File: src/rtl/pcbus_pkg.sv
package pcbus_pkg;

    typedef enum logic [1:0] {
        LM_STANDBY = 2'd0,
        LM_BYTE    = 2'd1,
        LM_WORD    = 2'd2,
        LM_ODD     = 2'd3
    } lane_mode_e;

    typedef enum logic [1:0] {
        TG_NONE   = 2'd0,
        TG_ATTR   = 2'd1,
        TG_TF_IO  = 2'd2,
        TG_TF_MEM = 2'd3
    } target_e;

    typedef struct packed {
        target_e    tgt;
        lane_mode_e mode;
        logic       rd;
        logic       wr;
    } access_t;

    function automatic lane_mode_e mode_of(input logic hi_n, input logic lo_n);
        case ({hi_n, lo_n})
            2'b10:   return LM_BYTE;
            2'b00:   return LM_WORD;
            2'b01:   return LM_ODD;
            default: return LM_STANDBY;
        endcase
    endfunction

    function automatic logic [7:0] cis_seed(input int unsigned k);
        return 8'((k * 3 + 32'h11) & 32'hFF);
    endfunction

endpackage

File: src/rtl/pcbus_decode.sv
module pcbus_decode
    import pcbus_pkg::*;
(
    input  logic    spc_n,
    input  logic    cs_lo_n,
    input  logic    cs_hi_n,
    input  logic    mem_rd_n,
    input  logic    mem_wr_n,
    input  logic    io_rd_n,
    input  logic    io_wr_n,
    output access_t acc
);
    logic mem_any, io_any, clash;
    lane_mode_e mode;

    always_comb begin
        mode    = mode_of(cs_hi_n, cs_lo_n);
        mem_any = !mem_rd_n || !mem_wr_n;
        io_any  = !io_rd_n || !io_wr_n;
        clash   = (mem_any && io_any)
                || (!mem_rd_n && !mem_wr_n)
                || (!io_rd_n && !io_wr_n);

        acc      = '0;
        acc.mode = mode;
        if (mode != LM_STANDBY && !clash) begin
            if (io_any && !spc_n)
                acc.tgt = TG_TF_IO;
            else if (mem_any)
                acc.tgt = spc_n ? TG_TF_MEM : TG_ATTR;
        end
        acc.rd = (acc.tgt != TG_NONE) && (!mem_rd_n || !io_rd_n);
        acc.wr = (acc.tgt != TG_NONE) && (!mem_wr_n || !io_wr_n);
    end
endmodule

File: src/rtl/pcbus_attr_space.sv
module pcbus_attr_space
    import pcbus_pkg::*;
#(
    parameter int ATTR_BYTES = 256,
    parameter int CIS_BYTES  = 128,
    parameter int IW         = $clog2(ATTR_BYTES)
) (
    input  logic          clk,
    input  logic          rst,
    input  logic          we,
    input  logic [IW-1:0] widx,
    input  logic [7:0]    wdata,
    input  logic [IW-1:0] ridx,
    output logic [7:0]    rdata
);
    localparam logic [IW:0] CIS_LIM = CIS_BYTES[IW:0];

    logic [7:0] mem [ATTR_BYTES];
    logic       writable;

    assign writable = {1'b0, widx} >= CIS_LIM;

    always_ff @(posedge clk) begin
        if (rst) begin
            for (int i = 0; i < ATTR_BYTES; i++)
                mem[i] <= (i < CIS_BYTES) ? cis_seed(i) : 8'h00;
        end else if (we && writable) begin
            mem[widx] <= wdata;
        end
    end

    assign rdata = mem[ridx];

    generate
        if (CIS_BYTES > 0) begin : g_cis_chk
            // protected bytes never move after reset
            a_r6_cis_first_frozen: assert property (@(posedge clk) disable iff (rst)
                !$past(rst) |-> $stable(mem[0]));
            a_r6_cis_last_frozen: assert property (@(posedge clk) disable iff (rst)
                !$past(rst) |-> $stable(mem[CIS_BYTES-1]));
        end
    endgenerate
endmodule

File: src/rtl/pcbus_taskfile.sv
module pcbus_taskfile #(
    parameter int TF_REGS = 8,
    parameter int IW      = $clog2(TF_REGS)
) (
    input  logic          clk,
    input  logic          rst,
    input  logic          we_lo,
    input  logic [IW-1:0] widx_lo,
    input  logic [7:0]    wd_lo,
    input  logic          we_hi,
    input  logic [IW-1:0] widx_hi,
    input  logic [7:0]    wd_hi,
    input  logic [IW-1:0] ridx_lo,
    input  logic [IW-1:0] ridx_hi,
    output logic [7:0]    rd_lo,
    output logic [7:0]    rd_hi
);
    logic [7:0] regs [TF_REGS];

    for (genvar g = 0; g < TF_REGS; g++) begin : g_reg
        always_ff @(posedge clk) begin
            if (rst)
                regs[g] <= 8'h00;
            else if (we_lo && widx_lo == IW'(g))
                regs[g] <= wd_lo;
            else if (we_hi && widx_hi == IW'(g))
                regs[g] <= wd_hi;
        end
    end

    assign rd_lo = regs[ridx_lo];
    assign rd_hi = regs[ridx_hi];

    // the two write ports never aim at the same register together
    a_r9_ports_disjoint: assert property (@(posedge clk) disable iff (rst)
        (we_lo && we_hi) |-> (widx_lo != widx_hi));
endmodule

File: src/rtl/pcbus_lane_front.sv
module pcbus_lane_front
    import pcbus_pkg::*;
#(
    parameter int         ATTR_BYTES = 256,
    parameter int         CIS_BYTES  = 128,
    parameter int         TF_REGS    = 8,
    parameter logic [7:0] INV_BYTE   = 8'hFF,
    parameter int         ADDR_W     = $clog2(ATTR_BYTES) + 1
) (
    input  logic              clk,
    input  logic              rst,
    input  logic              spc_n,
    input  logic              cs_lo_n,
    input  logic              cs_hi_n,
    input  logic [ADDR_W-1:0] addr,
    input  logic              mem_rd_n,
    input  logic              mem_wr_n,
    input  logic              io_rd_n,
    input  logic              io_wr_n,
    input  logic [15:0]       hd_in,
    output logic [15:0]       hd_out,
    output logic              lane_lo_en,
    output logic              lane_hi_en
);
    localparam int AIW = $clog2(ATTR_BYTES);
    localparam int TIW = $clog2(TF_REGS);

    typedef struct packed {
        target_e           tgt;
        lane_mode_e        mode;
        logic [ADDR_W-1:0] addr;
        logic [15:0]       data;
    } wreq_t;

    access_t acc;
    wreq_t   wq;
    logic    wr_low_q, commit;
    logic    attr_we, tf_commit, tf_we_lo, tf_we_hi;
    logic [7:0] attr_rd, tf_rd_lo, tf_rd_hi, lo_byte, hi_byte;
    logic [TIW-1:0] r_idx_lo, w_idx_lo;

    pcbus_decode u_dec (
        .spc_n(spc_n), .cs_lo_n(cs_lo_n), .cs_hi_n(cs_hi_n),
        .mem_rd_n(mem_rd_n), .mem_wr_n(mem_wr_n),
        .io_rd_n(io_rd_n), .io_wr_n(io_wr_n), .acc(acc)
    );

    // write capture: track the low phase, commit on the rise
    always_ff @(posedge clk) begin
        if (rst) begin
            wr_low_q <= 1'b0;
            wq       <= '0;
        end else begin
            wr_low_q <= acc.wr;
            if (acc.wr)
                wq <= '{tgt: acc.tgt, mode: acc.mode, addr: addr, data: hd_in};
        end
    end

    assign commit    = wr_low_q && !acc.wr;
    assign attr_we   = commit && wq.tgt == TG_ATTR
                     && ((wq.mode == LM_BYTE && !wq.addr[0]) || wq.mode == LM_WORD);
    assign tf_commit = commit && (wq.tgt == TG_TF_IO || wq.tgt == TG_TF_MEM);
    assign tf_we_lo  = tf_commit && (wq.mode == LM_BYTE || wq.mode == LM_WORD);
    assign tf_we_hi  = tf_commit && (wq.mode == LM_WORD || wq.mode == LM_ODD);
    assign w_idx_lo  = (wq.mode == LM_BYTE) ? wq.addr[TIW-1:0]
                                            : {wq.addr[TIW-1:1], 1'b0};
    assign r_idx_lo  = (acc.mode == LM_BYTE) ? addr[TIW-1:0]
                                             : {addr[TIW-1:1], 1'b0};

    pcbus_attr_space #(.ATTR_BYTES(ATTR_BYTES), .CIS_BYTES(CIS_BYTES), .IW(AIW)) u_attr (
        .clk(clk), .rst(rst), .we(attr_we), .widx(wq.addr[AIW:1]),
        .wdata(wq.data[7:0]), .ridx(addr[AIW:1]), .rdata(attr_rd)
    );

    pcbus_taskfile #(.TF_REGS(TF_REGS), .IW(TIW)) u_tf (
        .clk(clk), .rst(rst),
        .we_lo(tf_we_lo), .widx_lo(w_idx_lo), .wd_lo(wq.data[7:0]),
        .we_hi(tf_we_hi), .widx_hi({wq.addr[TIW-1:1], 1'b1}), .wd_hi(wq.data[15:8]),
        .ridx_lo(r_idx_lo), .ridx_hi({addr[TIW-1:1], 1'b1}),
        .rd_lo(tf_rd_lo), .rd_hi(tf_rd_hi)
    );

    // read lane steering
    always_comb begin
        lane_lo_en = acc.rd && (acc.mode == LM_BYTE || acc.mode == LM_WORD);
        lane_hi_en = acc.rd && (acc.mode == LM_WORD || acc.mode == LM_ODD);
        if (acc.tgt == TG_ATTR) begin
            lo_byte = (acc.mode == LM_BYTE && addr[0]) ? INV_BYTE : attr_rd;
            hi_byte = INV_BYTE;
        end else begin
            lo_byte = tf_rd_lo;
            hi_byte = tf_rd_hi;
        end
        hd_out = {lane_hi_en ? hi_byte : 8'h00, lane_lo_en ? lo_byte : 8'h00};
    end

    // standby keeps both lanes off
    a_r1_standby_quiet: assert property (@(posedge clk) disable iff (rst)
        (cs_lo_n && cs_hi_n) |-> (!lane_lo_en && !lane_hi_en));
    // two standby samples in a row leave nothing to commit
    a_r1_standby_nowrite: assert property (@(posedge clk) disable iff (rst)
        (cs_lo_n && cs_hi_n && $past(cs_lo_n && cs_hi_n)) |-> !commit);
    // byte mode uses the low lane only
    a_r2_byte_low_only: assert property (@(posedge clk) disable iff (rst)
        (!cs_lo_n && cs_hi_n && acc.rd) |-> (lane_lo_en && !lane_hi_en));
    // odd-byte mode uses the high lane only
    a_r4_odd_high_only: assert property (@(posedge clk) disable iff (rst)
        (cs_lo_n && !cs_hi_n && acc.rd) |-> (lane_hi_en && !lane_lo_en));
    // the high lane of any attribute read is the invalid value
    a_r5_attr_high_invalid: assert property (@(posedge clk) disable iff (rst)
        (!spc_n && !mem_rd_n && io_rd_n && io_wr_n && lane_hi_en)
            |-> (hd_out[15:8] == INV_BYTE));
    // a strobe pulse commits only once
    a_r10_single_commit: assert property (@(posedge clk) disable iff (rst)
        commit |=> !commit);
    // memory and I/O read strobes together disable both lanes
    a_r11_clash_quiet: assert property (@(posedge clk) disable iff (rst)
        (!mem_rd_n && !io_rd_n) |-> (!lane_lo_en && !lane_hi_en));
endmodule

File: config.mk
export PLATFORM = sky130hd
export DESIGN_NAME = pcbus_lane_front
export DESIGN_NICKNAME = d
export VERILOG_FILES = /design/src/rtl/pcbus_pkg.sv /design/src/rtl/pcbus_decode.sv /design/src/rtl/pcbus_attr_space.sv /design/src/rtl/pcbus_taskfile.sv /design/src/rtl/pcbus_lane_front.sv
export SDC_FILE = /design/constraint.sdc
export NUM_CORES = 2
export LEC_CHECK = 0
export CELL_PAD_IN_SITES_DETAIL_PLACEMENT = 1
export CELL_PAD_IN_SITES_GLOBAL_PLACEMENT = 1
export CORE_AREA = 2 2 458 460
export CTS_CLUSTER_SIZE = 25
export DETAILED_ROUTE_END_ITERATION = 10
export DIE_AREA = 0 0 460 462
export DONT_BUFFER_PORTS = 1
export PLACE_DENSITY = 0.76
export SLEW_MARGIN = 20
export SYNTH_ARGS = -nofsm -noshare
export SYNTH_HDL_FRONTEND = slang
export SYNTH_HIERARCHICAL = 1
export SYNTH_SLANG_ARGS = --single-unit
export TNS_END_PERCENT = 1
File: constraint.sdc
create_clock -name clk -period 7.1 [get_ports clk]
set_input_delay 1.42 -clock clk [delete_from_list [all_inputs] [get_ports clk]]
set_output_delay 1.42 -clock clk [all_outputs]
set_load 0.01 [all_outputs]
==> metrics.txt <==
LEAKAGE=38.7 nW; I/O pins=52; CTS Root Cell=clkbuf_16; WL per Instance=25.2 microns; synth unique cells=86; layout cell share with drive strength beyond 1=15.5%; Fillers=19.9k; grt ovf=0; Final Hold Fails=0; worst clock skew=0.0283 ns; top cells by count, synth=edfxtp_1, and2_1, mux4_2; violated checks=max-slew violations; synth top area cells=edfxtp_1, mux4_2, and2_1; Synth async-reset ratio=0%; critical path endpoint category=output pin; worst hold path class=flip-flop to flip-flop; core outline area=208,000 sq um; postcts setup bufs=0; WP depth=9; most frequent cell after synthesis=edfxtp_1; Top Family by Delay on Critical Path=simple AND/OR/NAND/NOR gates; syn avg cell area=16.8 sq um; status=finished with violations; Mapped Area=93,000 sq um; top_reg_cell synth=edfxtp_1; crit path cell chain=nand2b_2 -> buf_4 -> nor2_1 -> nor3_1 -> o21a_1 -> nor4_1 -> nor4_1 -> nor3_1 -> o221a_1; Worst path max stage delay=0.79 ns; worst path bufs/invs=1; initial antenna violation count=4; final setup vio count=0; maximum clock rate=0.147 GHz; Arr. time, crit path=5.41 ns; Die Footprint=213,000 sq um; Synth area leader=edfxtp_1; Syn Inst Count=5,543; vias in the first global route=54.2k; drc violations=0; overall global routing resource usage=21.7%; CTS clock-pin slew for the worst setup and hold paths=0.06 ns; TritonRoute pass-1 iters=6; Final Util=50.6%; data required time of the critical path=5.68 ns; CTS tree=done; reg2reg end=u_attr/mem[225][2]; Slew @ Worst Pin=1.63 ns; P&R area growth vs syn=13.1%; CTS Buffer Depth=3; Seq cells post-synth=2,142; Starting DRT DRC Count=4,746; sequential element share of the synthesized area=68.8%; RSZ-0062 raised after global routing=no; Pwr Density=261 nW/um^2; vias per cell=5.51; Final period util=96.1%; Period minus WS final=6.83 ns; r2r worst-path depth=10; Crit-path slowest cell=nor3_1; CTS H-tree lvls=4; die height=462 microns; r2r setup slk=2.74 ns; nets=6,367; total wire length=232,000 microns; worst vdd ir=0.000230 V; Detail Route Antenna Nets=0; worst hold slack=0.521 ns; Detail Placement HPWL=136,000 microns; max cap viols=0; RR Startpoint=wq[26]; Core Rows=168; Skew-Pair Late Insertion Delay=0.85 ns; # clock sinks=2,142; accumulated negative setup slack=0 ns; starting density of the core=44.7%; fin cells=9,216; Synth warnings=6; Die Wd=460 microns; largest net degree at the start of global routing=1,211; Vias=50.8k; Final Wtd Congestion=0.818; Critical Path End=hd_out[0]; CP Class=input port to output pin; post_cts resized=0; Setup crit start kind=input port; Max Slew Vio Count=10; # hold bufs at CTS=0; Rel. slew slack=-10.2%; Power, Total=27.4 mW; total placed cells including tap cells=8,826; EDFF count, synth=2,112; first-pass GRT wire length=345,000 microns; area share of the largest cell type after synthesis=68.2%; CTS Buf Count=209; Port-buffer cells=0; Worst Path Max Fanout=533; worst setup path start=addr[2]
through the flow:
stage               setup WS, ns  instance area, sq um
finish                     0.274                105000
global route               0.560                105000
CTS                        0.565                105000
detailed placement         0.584                 98300
global placement           0.653                 98300
floorplan                   2.21                 96900
cells by family after synthesis:
kind of cell,count (synthesis),share of synthesized area [%]
other,3,0.0121
adder cells (fa/ha/maj),10,0.134
flip-flops,2142,68.8
multiplexers,682,13.7
AND/OR/NAND/NOR,1601,10.1
XOR/XNOR,1,0.00942
AO/OA/AOI/OAI,527,4.08
buffers and inverters,577,3.13
worst min-delay path by stage:
| stage | cells past startpoint | from | end | slack [ns] |
|---|---|---|---|---|
| after floorplan | 2 | wq[19] | wq[19] | 0.46 |
| after global placement | 2 | wq[27] | wq[27] | 0.48 |
| after detailed placement | 2 | wq[27] | wq[27] | 0.50 |
| after CTS | 2 | wq[27] | wq[27] | 0.52 |
| after global routing | 2 | wq[27] | wq[27] | 0.56 |
| final | 2 | wq[27] | wq[27] | 0.52 |
worst min-delay path, delay by kind of cell (launching register included):
| kind | cells | cell delay, ns |
|---|---|---|
| mux | 1 | 0.07 |
| simple gates | 1 | 0.08 |
| flops | 1 | 0.33 |
final cells by class:
cell class / count / area [sq um] / area share (%)
Multi-Input combinational cell: 3853 / 30100 / 28.6
Clock buffer: 252 / 5500 / 5.22
Tap cell: 2720 / 3400 / 3.23
Inverter: 14 / 52.6 / 0.0499
Clock inverter: 131 / 1230 / 1.17
Sequential cell: 2142 / 64100 / 60.9
Antenna cell: 1 / 2.50 / 0.00238
Timing Repair Buffer: 103 / 931 / 0.885
power by group:
group	switching (mW)	internal (mW)
registers	0.242	14.6
clock network	4.70	6.32
logic	0.886	0.665
total	5.83	21.6
registers in the layout (all words and copies together) (netlist names):
register	count
wr_low_q	1
u_attr/mem	2048
u_tf/regs	64
wq	29
routing by layer:
layer | up-vias | wire (microns) | global-route usage (%)
met2 | 1574 | 118000 | 37.4
met5 | - | 0 | 0
met1 | 26900 | 92700 | 28.1
li1 | 22000 | - | -
met4 | 0 | 7930 | 7.74
met3 | 386 | 13600 | 3.28
layout by cell type (no fill, tap or decap), drive strengths merged, types with 33 or more instances in the layout:
cell type and n:
a21oi 105, a22o 67, a22oi 155, and2 873
and3 166, buf 103, clkbuf 252, clkinv 97
conb 1032, edfxtp 2112, mux2i 201, mux4 458
nand2 67, nor2 209, nor3 39, o21ai 33
or2 116
(Power assumes the default switching activity.)
